[src/rtl/erase_seq_pkg.sv]
package erase_seq_pkg;

  typedef enum logic [3:0] {
    ST_IDLE, ST_U1, ST_U2, ST_SETUP, ST_U4, ST_U5, ST_WIN, ST_CHIP, ST_SECT
  } seq_state_t;

  typedef enum logic [2:0] {
    CY_UNLOCK_A, CY_UNLOCK_B, CY_SETUP, CY_CHIP, CY_SECTOR, CY_SUSPEND, CY_OTHER
  } cyc_kind_t;

  localparam logic [10:0] ADR_HI = 11'h555;
  localparam logic [10:0] ADR_LO = 11'h2AA;
  localparam logic [7:0]  CMD_KEY_A   = 8'hAA;
  localparam logic [7:0]  CMD_KEY_B   = 8'h55;
  localparam logic [7:0]  CMD_SETUP   = 8'h80;
  localparam logic [7:0]  CMD_CHIP    = 8'h10;
  localparam logic [7:0]  CMD_SECTOR  = 8'h30;
  localparam logic [7:0]  CMD_SUSPEND = 8'hB0;

endpackage

[src/rtl/erase_cmd_classify.sv]
module erase_cmd_classify
  import erase_seq_pkg::*;
#(
  parameter int CMD_AW = 11,
  parameter int DATA_W = 8
) (
  input  logic [CMD_AW-1:0] cmd_addr,
  input  logic [DATA_W-1:0] cmd_data,
  output cyc_kind_t         kind
);
  logic at_hi, at_lo;

  assign at_hi = (cmd_addr == CMD_AW'(ADR_HI));
  assign at_lo = (cmd_addr == CMD_AW'(ADR_LO));

  always_comb begin
    if (cmd_data == DATA_W'(CMD_SECTOR))               kind = CY_SECTOR;
    else if (cmd_data == DATA_W'(CMD_SUSPEND))         kind = CY_SUSPEND;
    else if (at_hi && cmd_data == DATA_W'(CMD_KEY_A))  kind = CY_UNLOCK_A;
    else if (at_lo && cmd_data == DATA_W'(CMD_KEY_B))  kind = CY_UNLOCK_B;
    else if (at_hi && cmd_data == DATA_W'(CMD_SETUP))  kind = CY_SETUP;
    else if (at_hi && cmd_data == DATA_W'(CMD_CHIP))   kind = CY_CHIP;
    else                                               kind = CY_OTHER;
  end
endmodule

[src/rtl/erase_window_timer.sv]
module erase_window_timer #(
  parameter int WINDOW = 16000
) (
  input  logic clk,
  input  logic rst,
  input  logic load,
  input  logic run,
  output logic expire
);
  localparam int CW = $clog2(WINDOW + 1);
  logic [CW-1:0] cnt;

  always_ff @(posedge clk) begin
    if (rst)                   cnt <= '0;
    else if (load)             cnt <= CW'(WINDOW - 1);
    else if (run && cnt != '0) cnt <= cnt - 1'b1;
  end

  assign expire = run && !load && (cnt == '0);
endmodule

[src/rtl/erase_sector_map.sv]
module erase_sector_map #(
  parameter int SECT_BITS = 3
) (
  input  logic                    clk,
  input  logic                    rst,
  input  logic                    clear,
  input  logic                    set_en,
  input  logic [SECT_BITS-1:0]    idx,
  output logic [2**SECT_BITS-1:0] map
);
  localparam int NSECT = 2 ** SECT_BITS;

  for (genvar i = 0; i < NSECT; i++) begin : g_bit
    logic hit;
    assign hit = set_en && (idx == SECT_BITS'(i));
    always_ff @(posedge clk) begin
      if (rst)        map[i] <= 1'b0;
      else if (clear) map[i] <= hit;
      else if (hit)   map[i] <= 1'b1;
    end
  end
endmodule

[src/rtl/erase_seq_decoder.sv]
module erase_seq_decoder
  import erase_seq_pkg::*;
#(
  parameter int CMD_AW    = 11,
  parameter int SECT_BITS = 3,
  parameter int DATA_W    = 8,
  parameter int WINDOW    = 16000,
  localparam int ADDR_W   = CMD_AW + SECT_BITS,
  localparam int NSECT    = 2 ** SECT_BITS
) (
  input  logic              clk,
  input  logic              rst,
  input  logic              hw_reset,
  input  logic              wr_en,
  input  logic [ADDR_W-1:0] wr_addr,
  input  logic [DATA_W-1:0] wr_data,
  input  logic              erase_done,
  output logic              chip_erase_start,
  output logic [NSECT-1:0]  sector_map,
  output logic              sector_erase_start,
  output logic              window_expired
);
  seq_state_t st, nxt;
  cyc_kind_t  kind;
  logic       expire, tmr_load, map_clr, map_set, chip_go, sect_go;
  logic       chip_q, sect_q;

  erase_cmd_classify #(.CMD_AW(CMD_AW), .DATA_W(DATA_W)) u_cls (
    .cmd_addr (wr_addr[CMD_AW-1:0]),
    .cmd_data (wr_data),
    .kind     (kind)
  );

  erase_window_timer #(.WINDOW(WINDOW)) u_tmr (
    .clk    (clk),
    .rst    (rst),
    .load   (tmr_load),
    .run    (st == ST_WIN),
    .expire (expire)
  );

  erase_sector_map #(.SECT_BITS(SECT_BITS)) u_map (
    .clk    (clk),
    .rst    (rst),
    .clear  (map_clr),
    .set_en (map_set),
    .idx    (wr_addr[ADDR_W-1 -: SECT_BITS]),
    .map    (sector_map)
  );

  always_comb begin
    nxt      = st;
    tmr_load = 1'b0;
    map_clr  = 1'b0;
    map_set  = 1'b0;
    chip_go  = 1'b0;
    sect_go  = 1'b0;
    unique case (st)
      ST_IDLE:  if (wr_en) nxt = (kind == CY_UNLOCK_A) ? ST_U1    : ST_IDLE;
      ST_U1:    if (wr_en) nxt = (kind == CY_UNLOCK_B) ? ST_U2    : ST_IDLE;
      ST_U2:    if (wr_en) nxt = (kind == CY_SETUP)    ? ST_SETUP : ST_IDLE;
      ST_SETUP: if (wr_en) nxt = (kind == CY_UNLOCK_A) ? ST_U4    : ST_IDLE;
      ST_U4:    if (wr_en) nxt = (kind == CY_UNLOCK_B) ? ST_U5    : ST_IDLE;
      ST_U5: begin
        if (wr_en) begin
          if (kind == CY_CHIP) begin
            nxt     = ST_CHIP;
            chip_go = 1'b1;
          end else if (kind == CY_SECTOR) begin
            nxt      = ST_WIN;
            map_clr  = 1'b1;
            map_set  = 1'b1;
            tmr_load = 1'b1;
          end else begin
            nxt = ST_IDLE;
          end
        end
      end
      ST_WIN: begin
        if (wr_en && kind == CY_SECTOR) begin
          map_set  = 1'b1;
          tmr_load = 1'b1;
        end else if (wr_en && kind != CY_SUSPEND) begin
          map_clr = 1'b1;
          nxt     = ST_IDLE;
        end else if (expire) begin
          sect_go = 1'b1;
          nxt     = ST_SECT;
        end
      end
      ST_CHIP, ST_SECT: if (erase_done) nxt = ST_IDLE;
      default: nxt = ST_IDLE;
    endcase
    if (hw_reset) begin
      nxt      = ST_IDLE;
      map_clr  = 1'b1;
      map_set  = 1'b0;
      tmr_load = 1'b0;
      chip_go  = 1'b0;
      sect_go  = 1'b0;
    end
  end

  always_ff @(posedge clk) begin
    if (rst) begin
      st     <= ST_IDLE;
      chip_q <= 1'b0;
      sect_q <= 1'b0;
    end else begin
      st     <= nxt;
      chip_q <= chip_go;
      sect_q <= sect_go;
    end
  end

  assign chip_erase_start   = chip_q;
  assign sector_erase_start = sect_q;
  assign window_expired     = (st == ST_SECT);
endmodule

[config.mk]
export PLATFORM = sky130hd
export DESIGN_NAME = erase_seq_decoder
export DESIGN_NICKNAME = d
export VERILOG_FILES = /design/src/rtl/erase_seq_pkg.sv /design/src/rtl/erase_cmd_classify.sv /design/src/rtl/erase_window_timer.sv /design/src/rtl/erase_sector_map.sv /design/src/rtl/erase_seq_decoder.sv
export SDC_FILE = /design/constraint.sdc
export NUM_CORES = 1
export LEC_CHECK = 0
export ABC_AREA = 1
export BUFFER_PORTS_ARGS = -buffer_cell sky130_fd_sc_hd__buf_2
export CAP_MARGIN = 30
export CORE_MARGIN = 3
export CORE_UTILIZATION = 52
export DETAILED_ROUTE_END_ITERATION = 10
export GPL_TIMING_DRIVEN = 1
export HOLD_SLACK_MARGIN = 0.06
export PLACE_DENSITY = 0.79
export RECOVER_POWER = 25
export SYNTH_ARGS = -nofsm -noshare
export SYNTH_HDL_FRONTEND = slang
export SYNTH_SLANG_ARGS = --single-unit
[constraint.sdc]
create_clock -name clk -period 4.15 [get_ports clk]
set_input_delay 0 -clock clk [delete_from_list [all_inputs] [get_ports clk]]
set_output_delay 0 -clock clk [all_outputs]
set_load 0.01 [all_outputs]
== After elaboration in Yosys (flattened, before gate mapping) ==
Index checks and enable logic that the tools add are counted.
Storage, ports and cells
  bits of input ports: 27
  logic and storage cells: 146
  bits in registers: 28
Operators by class
  eq/ne operators: 37
  reduce and logical (&&, ||, !) cells: 38
  bitwise logic cells: 3
  multiplexer cells: 54
  $add $sub $neg: 1
Operator list (number)
  4-bit two-way mux: 10
  4-bit one-hot mux with 8 select lines: 1
  3-bit two-way mux: 10
  14-bit two-way mux: 2
  1-bit two-way mux: 27
  8-bit equality test (second input constant): 3
  2-bit nonzero test: 9
  1-bit logical AND: 17
  4-bit by 3-bit equality test with 1-bit output (second input constant): 4
  2-bit inequality test (second input constant): 8
  3-bit equality test (second input constant): 5
  14-bit logical NOT: 1
  14-bit nonzero test: 1
  14-bit by 1-bit subtractor with 14-bit output (second input constant): 1
  3-bit by 2-bit equality test with 1-bit output (second input constant): 4
  11-bit by 10-bit equality test with 1-bit output (second input constant): 1
  11-bit equality test (second input constant): 1
  9-bit AND reduction: 1
  4-bit by 2-bit equality test with 1-bit output (second input constant): 2
  8-bit by 5-bit equality test with 1-bit output (second input constant): 1
  8-bit by 6-bit equality test with 1-bit output (second input constant): 1
  8-bit by 7-bit equality test with 1-bit output (second input constant): 1
  3-bit by 1-bit equality test with 1-bit output (second input constant): 2
  3-bit logical NOT: 2
  other kinds (11): 18

== Longest topological paths before layout ==
  depth in word-level cells: 21
  mapped depth: 13

== By module ==
Synthesis repeated with hierarchy kept, for this count alone.
Unflattened totals
  cell total of the unflattened synthesis: 371
  area, all modules: 2143.3 um^2
By module, submodules not included
  erase_window_timer: area an instance 924.6 um^2, seq. area each 280.3 um^2, times used 1, cells an instance 149
  erase_seq_decoder: area an instance 534.3 um^2, seq. area each 120.1 um^2, times used 1, cells an instance 90
  erase_cmd_classify: area an instance 351.6 um^2, seq. area each 0.0 um^2, times used 1, cells an instance 87
  erase_sector_map: area an instance 332.8 um^2, seq. area each 160.2 um^2, times used 1, cells an instance 45

== Least setup slack after synthesis ==
OpenSTA, ideal clock, no wires.
  path type: register to register
  start: register u_tmr.cnt[0]
  end: register u_tmr.cnt[4]
  required time: 4018 ps
  library setup time: 132 ps
  stages on the path, launching flop included: 14
  clock period less this slack: 1672 ps
  slack: 2478 ps
  arrival time: 1540 ps
  cell sequence: dfxtp_1 > inv_1 > ha_1 > inv_1 > nor3_1 > nand3_1 > inv_2 > nor2_8 > inv_4 > nor2_4 > nand2_2 > nor2_4 > xnor2_1 > a21oi_1
On the way
  word-level cells in the longest chain between the ends: 3
  elaborated cells between the ends (all ways): 6
Ends and longest elaborated chain
  from (decl): line erase_window_timer.sv:11  | logic [CW-1:0] cnt;
  from (signal assigned): line erase_window_timer.sv:15  | else if (load) cnt <= CW'(WINDOW - 1);
  from (signal assigned): line erase_window_timer.sv:16  | else if (run && cnt != '0) cnt <= cnt - 1'b1;
  14-bit by 1-bit subtractor with 14-bit output / 14-bit nonzero test (equally long branches): line erase_window_timer.sv:16
  14-bit two-way mux / 1-bit logical AND (equally long branches): line erase_window_timer.sv:16
  14-bit two-way mux / 2-bit nonzero test (equally long branches)
Parallel ways exist; a longest one is shown, timed or not. The select of a mux whose other input is x is not followed.
A chain may end at the register's enable or synchronous reset.

== Worst setup path in the final report ==
  start: register u_tmr.cnt[0]
  end: register u_tmr.cnt[6]
Same word-level chain as after synthesis.

==> impl_metrics.env <==
export IMPL_detail_route_wirelength_mm=4.43
export IMPL_max_stage_delay_ps=390
export IMPL_synth_largest_area_cell="sky130_fd_sc_hd__dfxtp_1"
export IMPL_yosysWarnings=0
export IMPL_dr_first_iter_drc_count=129
export IMPL_floorplan_core_area_sq_um=3490
export IMPL_antenna_diode_count=0
export IMPL_drt_wirelength_per_cell_um=11.0
export IMPL_critical_path_most_common_cell="sky130_fd_sc_hd__inv_1"
export IMPL_final_setup_worst_slack_ps=2310
export IMPL_timing_critical_path_slowest_stage_cell="sky130_fd_sc_hd__dfxtp_1"
export IMPL_postSynthAreaPerCell_sq_um=6.21
export IMPL_cp_required_ps=4310
export IMPL_final_min_period_over_clock_period_pct=44.3
export IMPL_postSynthCellCount=319
export IMPL_cts_hold_buf=1
export IMPL_globalRouteOverflowTotal=0
export IMPL_yosys_top_cells_area="sky130_fd_sc_hd__dfxtp_1, sky130_fd_sc_hd__nand2_1, sky130_fd_sc_hd__nor2_1"
export IMPL_skew_pair_late_insertion_delay_ps=270
export IMPL_synthToLayoutAreaGrowth_pct=15.0
export IMPL_synthesis_nets=347
export IMPL_drc_errors=0
export IMPL_hold_class="in2reg"
export IMPL_dr_pass1_iters=4
export IMPL_synth_area_sq_um=1980
export IMPL_cts_made_buffers=3
export IMPL_place_detailed_hpwl_mm=3.52
export IMPL_clkTransAtPathRegs_ps=90
export IMPL_chipWidth_um=67.7
export IMPL_ys_ff_latch=28
export IMPL_vias=2078
export IMPL_worstSetupStartpointType="register"
export IMPL_power_density_nw_per_um2=236
export IMPL_drv_cap=0
export IMPL_ys_types=34
export IMPL_detail_route_vias_per_cell=5.14
export IMPL_timing_final_setup_violations=0
export IMPL_floorplan_die_height_um=67.7
export IMPL_crit_type="reg2reg"
export IMPL_place_ws_ps=2340
export IMPL_grt_pass1_vias=1766
export IMPL_irDropWorstVdd_mv=0.188
export IMPL_clock_tree_from_tritoncts="yes"
export IMPL_cts_root_buf="sky130_fd_sc_hd__clkbuf_8"
export IMPL_crit_chain="inv_1 > ha_1 > inv_1 > nor3_1 > nand3_1 > inv_2 > nor2_8 > inv_4 > nor2_4 > nand4_1 > xor2_1 > a21oi_1"
export IMPL_gp_congestion=0.944
export IMPL_post_cts_repair_setup_buffers=0
export IMPL_grt_start_max_net_pins=17
export IMPL_cts_max_path_buffers=2
export IMPL_crit_arrival_ps=2000
export IMPL_result_of_the_run="complete, no violations"
export IMPL_synth_top_area_share_pct=28.3
export IMPL_start_util_pct=56.6
export IMPL_rsz_0062_raised_after_global_routing="false"
export IMPL_worst_slew_pin_slew_ps=654
export IMPL_fin_crit_ps=1840
export IMPL_slew_viol_final=0
export IMPL_clock_sink_count=28
export IMPL_worst_setup_path_end_kind="register"
export IMPL_design_portCount=38
export IMPL_buffer_ports_inserted=37
export IMPL_critPathMaxFanout=8
export IMPL_design_die_area_sq_um=4580
export IMPL_detail_route_antenna_nets=0
export IMPL_timing_max_slew_rel_slack_pct=56.4
export IMPL_grt_antenna_before_repair=0
export IMPL_htree_num_levels=1
export IMPL_timing_hold_violations_final=0
export IMPL_setup_tns_final_ps=0
export IMPL_final_nets=387
export IMPL_seq_area_frac_synth_pct=28.3
export IMPL_leakagePower_uw=0.00108
export IMPL_worst_clock_skew_ps=1.84
export IMPL_row_count=21
export IMPL_gr_usage_all_layers_pct=20.8
export IMPL_timing_fmax_mhz=544
export IMPL_grt_first_pass_wirelength_mm=7.53
export IMPL_layout_drive_gt1_share_pct=16.2
export IMPL_cts_resized_gates=0
==> worst paths after layout <==
kind                              startpoint                    endpoint  slack [ps]  depth (start not counted)
setup / recovery   u_tmr.cnt[0]$_SDFFE_PP0P_   u_tmr.cnt[6]$_SDFFE_PP0P_        2310                         12
hold / removal                           rst  u_tmr.cnt[10]$_SDFFE_PP0P_          80                          2
setup reg to reg   u_tmr.cnt[0]$_SDFFE_PP0P_   u_tmr.cnt[6]$_SDFFE_PP0P_        2310                         12
hold reg to reg   u_tmr.cnt[13]$_SDFFE_PP0P_  u_tmr.cnt[13]$_SDFFE_PP0P_         500                          2
==> through the flow <==
step           hold slack, ps  total power [uW]  area [sq um]  utilization, %  std cells
2_1_floorplan            69.4               306          1980               -        319
3_3_place_gp              342               328          2210            63.2        399
3_5_place_dp              349               329          2210            63.2        399
4_1_cts                  76.3               543          2290            65.5        404
5_1_grt                  87.9               558          2280            65.2        404
6_report                 77.9               537          2280            65.2        404
==> kinds of logic after synthesis <==
family / Yosys count / share of synthesized area [%]
compound gates: 43 / 11.7
xor+xnor: 5 / 2.21
fa+ha+maj: 1 / 0.632
buf+inv: 59 / 11.5
flops: 28 / 28.3
simple gates: 183 / 45.6
==> metal layers <==
metal	vias up	GRT usage [%]	wire, um
li1	1113	-	-
met1	918	29.1	2220
met2	45	33.5	1990
met3	2	3.83	209
met4	0	3.29	17
met5	-	0	0
==> report_power, final <==
part | internal [uW] | switching, uW
combinational | 19.6 | 33.0
clock | 129 | 84.0
sequential | 269 | 2.10
total | 418 | 119
==> final cells by class <==
type / count / area (sq um)
Inverter: 56 / 213
Sequential cell: 28 / 561
Clock buffer: 3 / 41.3
Tap cell: 46 / 57.6
Fill cell: 349 / 1220
Timing Repair Buffer: 38 / 184
Multi-Input combinational cell: 232 / 1190
Clock inverter: 1 / 30.0
==> synth_stat cells, drive strengths merged <==
cell type	number
nor3b	2
dfxtp	28
clkinv	1
inv	55
clkbuf	2
nor3	8
a211oi	1
nand2	63
o221ai	1
ha	1
xor2	3
nor4	2
buf	1
or2	2
nand3	19
nor2	65
a21oi	19
nand3b	2
xnor2	2
o21ai	17
a31oi	5
nand4	20
==> cells in the final DEF (no fill, tap or decap), types with 2 or more instances in the layout <==
cell and count:
sky130_fd_sc_hd__nand2_1 62, sky130_fd_sc_hd__a31oi_1 5, sky130_fd_sc_hd__o21ai_1 7, sky130_fd_sc_hd__nor3_1 8, sky130_fd_sc_hd__a21oi_1 18, sky130_fd_sc_hd__nand3_2 3
sky130_fd_sc_hd__nor2_4 4, sky130_fd_sc_hd__or2_2 2, sky130_fd_sc_hd__nor2_2 4, sky130_fd_sc_hd__nor3b_1 2, sky130_fd_sc_hd__nor4_1 2, sky130_fd_sc_hd__buf_2 28
sky130_fd_sc_hd__nand3_1 15, sky130_fd_sc_hd__clkbuf_1 9, sky130_fd_sc_hd__inv_1 48, sky130_fd_sc_hd__xnor2_1 2, sky130_fd_sc_hd__inv_2 6, sky130_fd_sc_hd__clkbuf_8 3
sky130_fd_sc_hd__o21ai_0 10, sky130_fd_sc_hd__nand4_1 18, sky130_fd_sc_hd__dfxtp_1 28, sky130_fd_sc_hd__nand3b_1 2, sky130_fd_sc_hd__xor2_1 3, sky130_fd_sc_hd__nor2_1 56
==> critical path, delay by kind of cell, from the launching register on <==
kind                       cells  cell delay, ps
AOI/OAI and AO/OA              1              80
xor gates and xnor gates       1             170
adders and majority gates      1             230
buffers and inverters          4             360
DFF                            1             390
and+or+nand+nor                5             510
==> state kept, by name, indices dropped and copies added, names as in the netlist <==
signal / count
chip_erase_start: 1
sector_erase_start: 1
st: 4
u_map.map: 8
u_tmr.cnt: 14
Note: power is estimated with default switching activity, not from simulation.
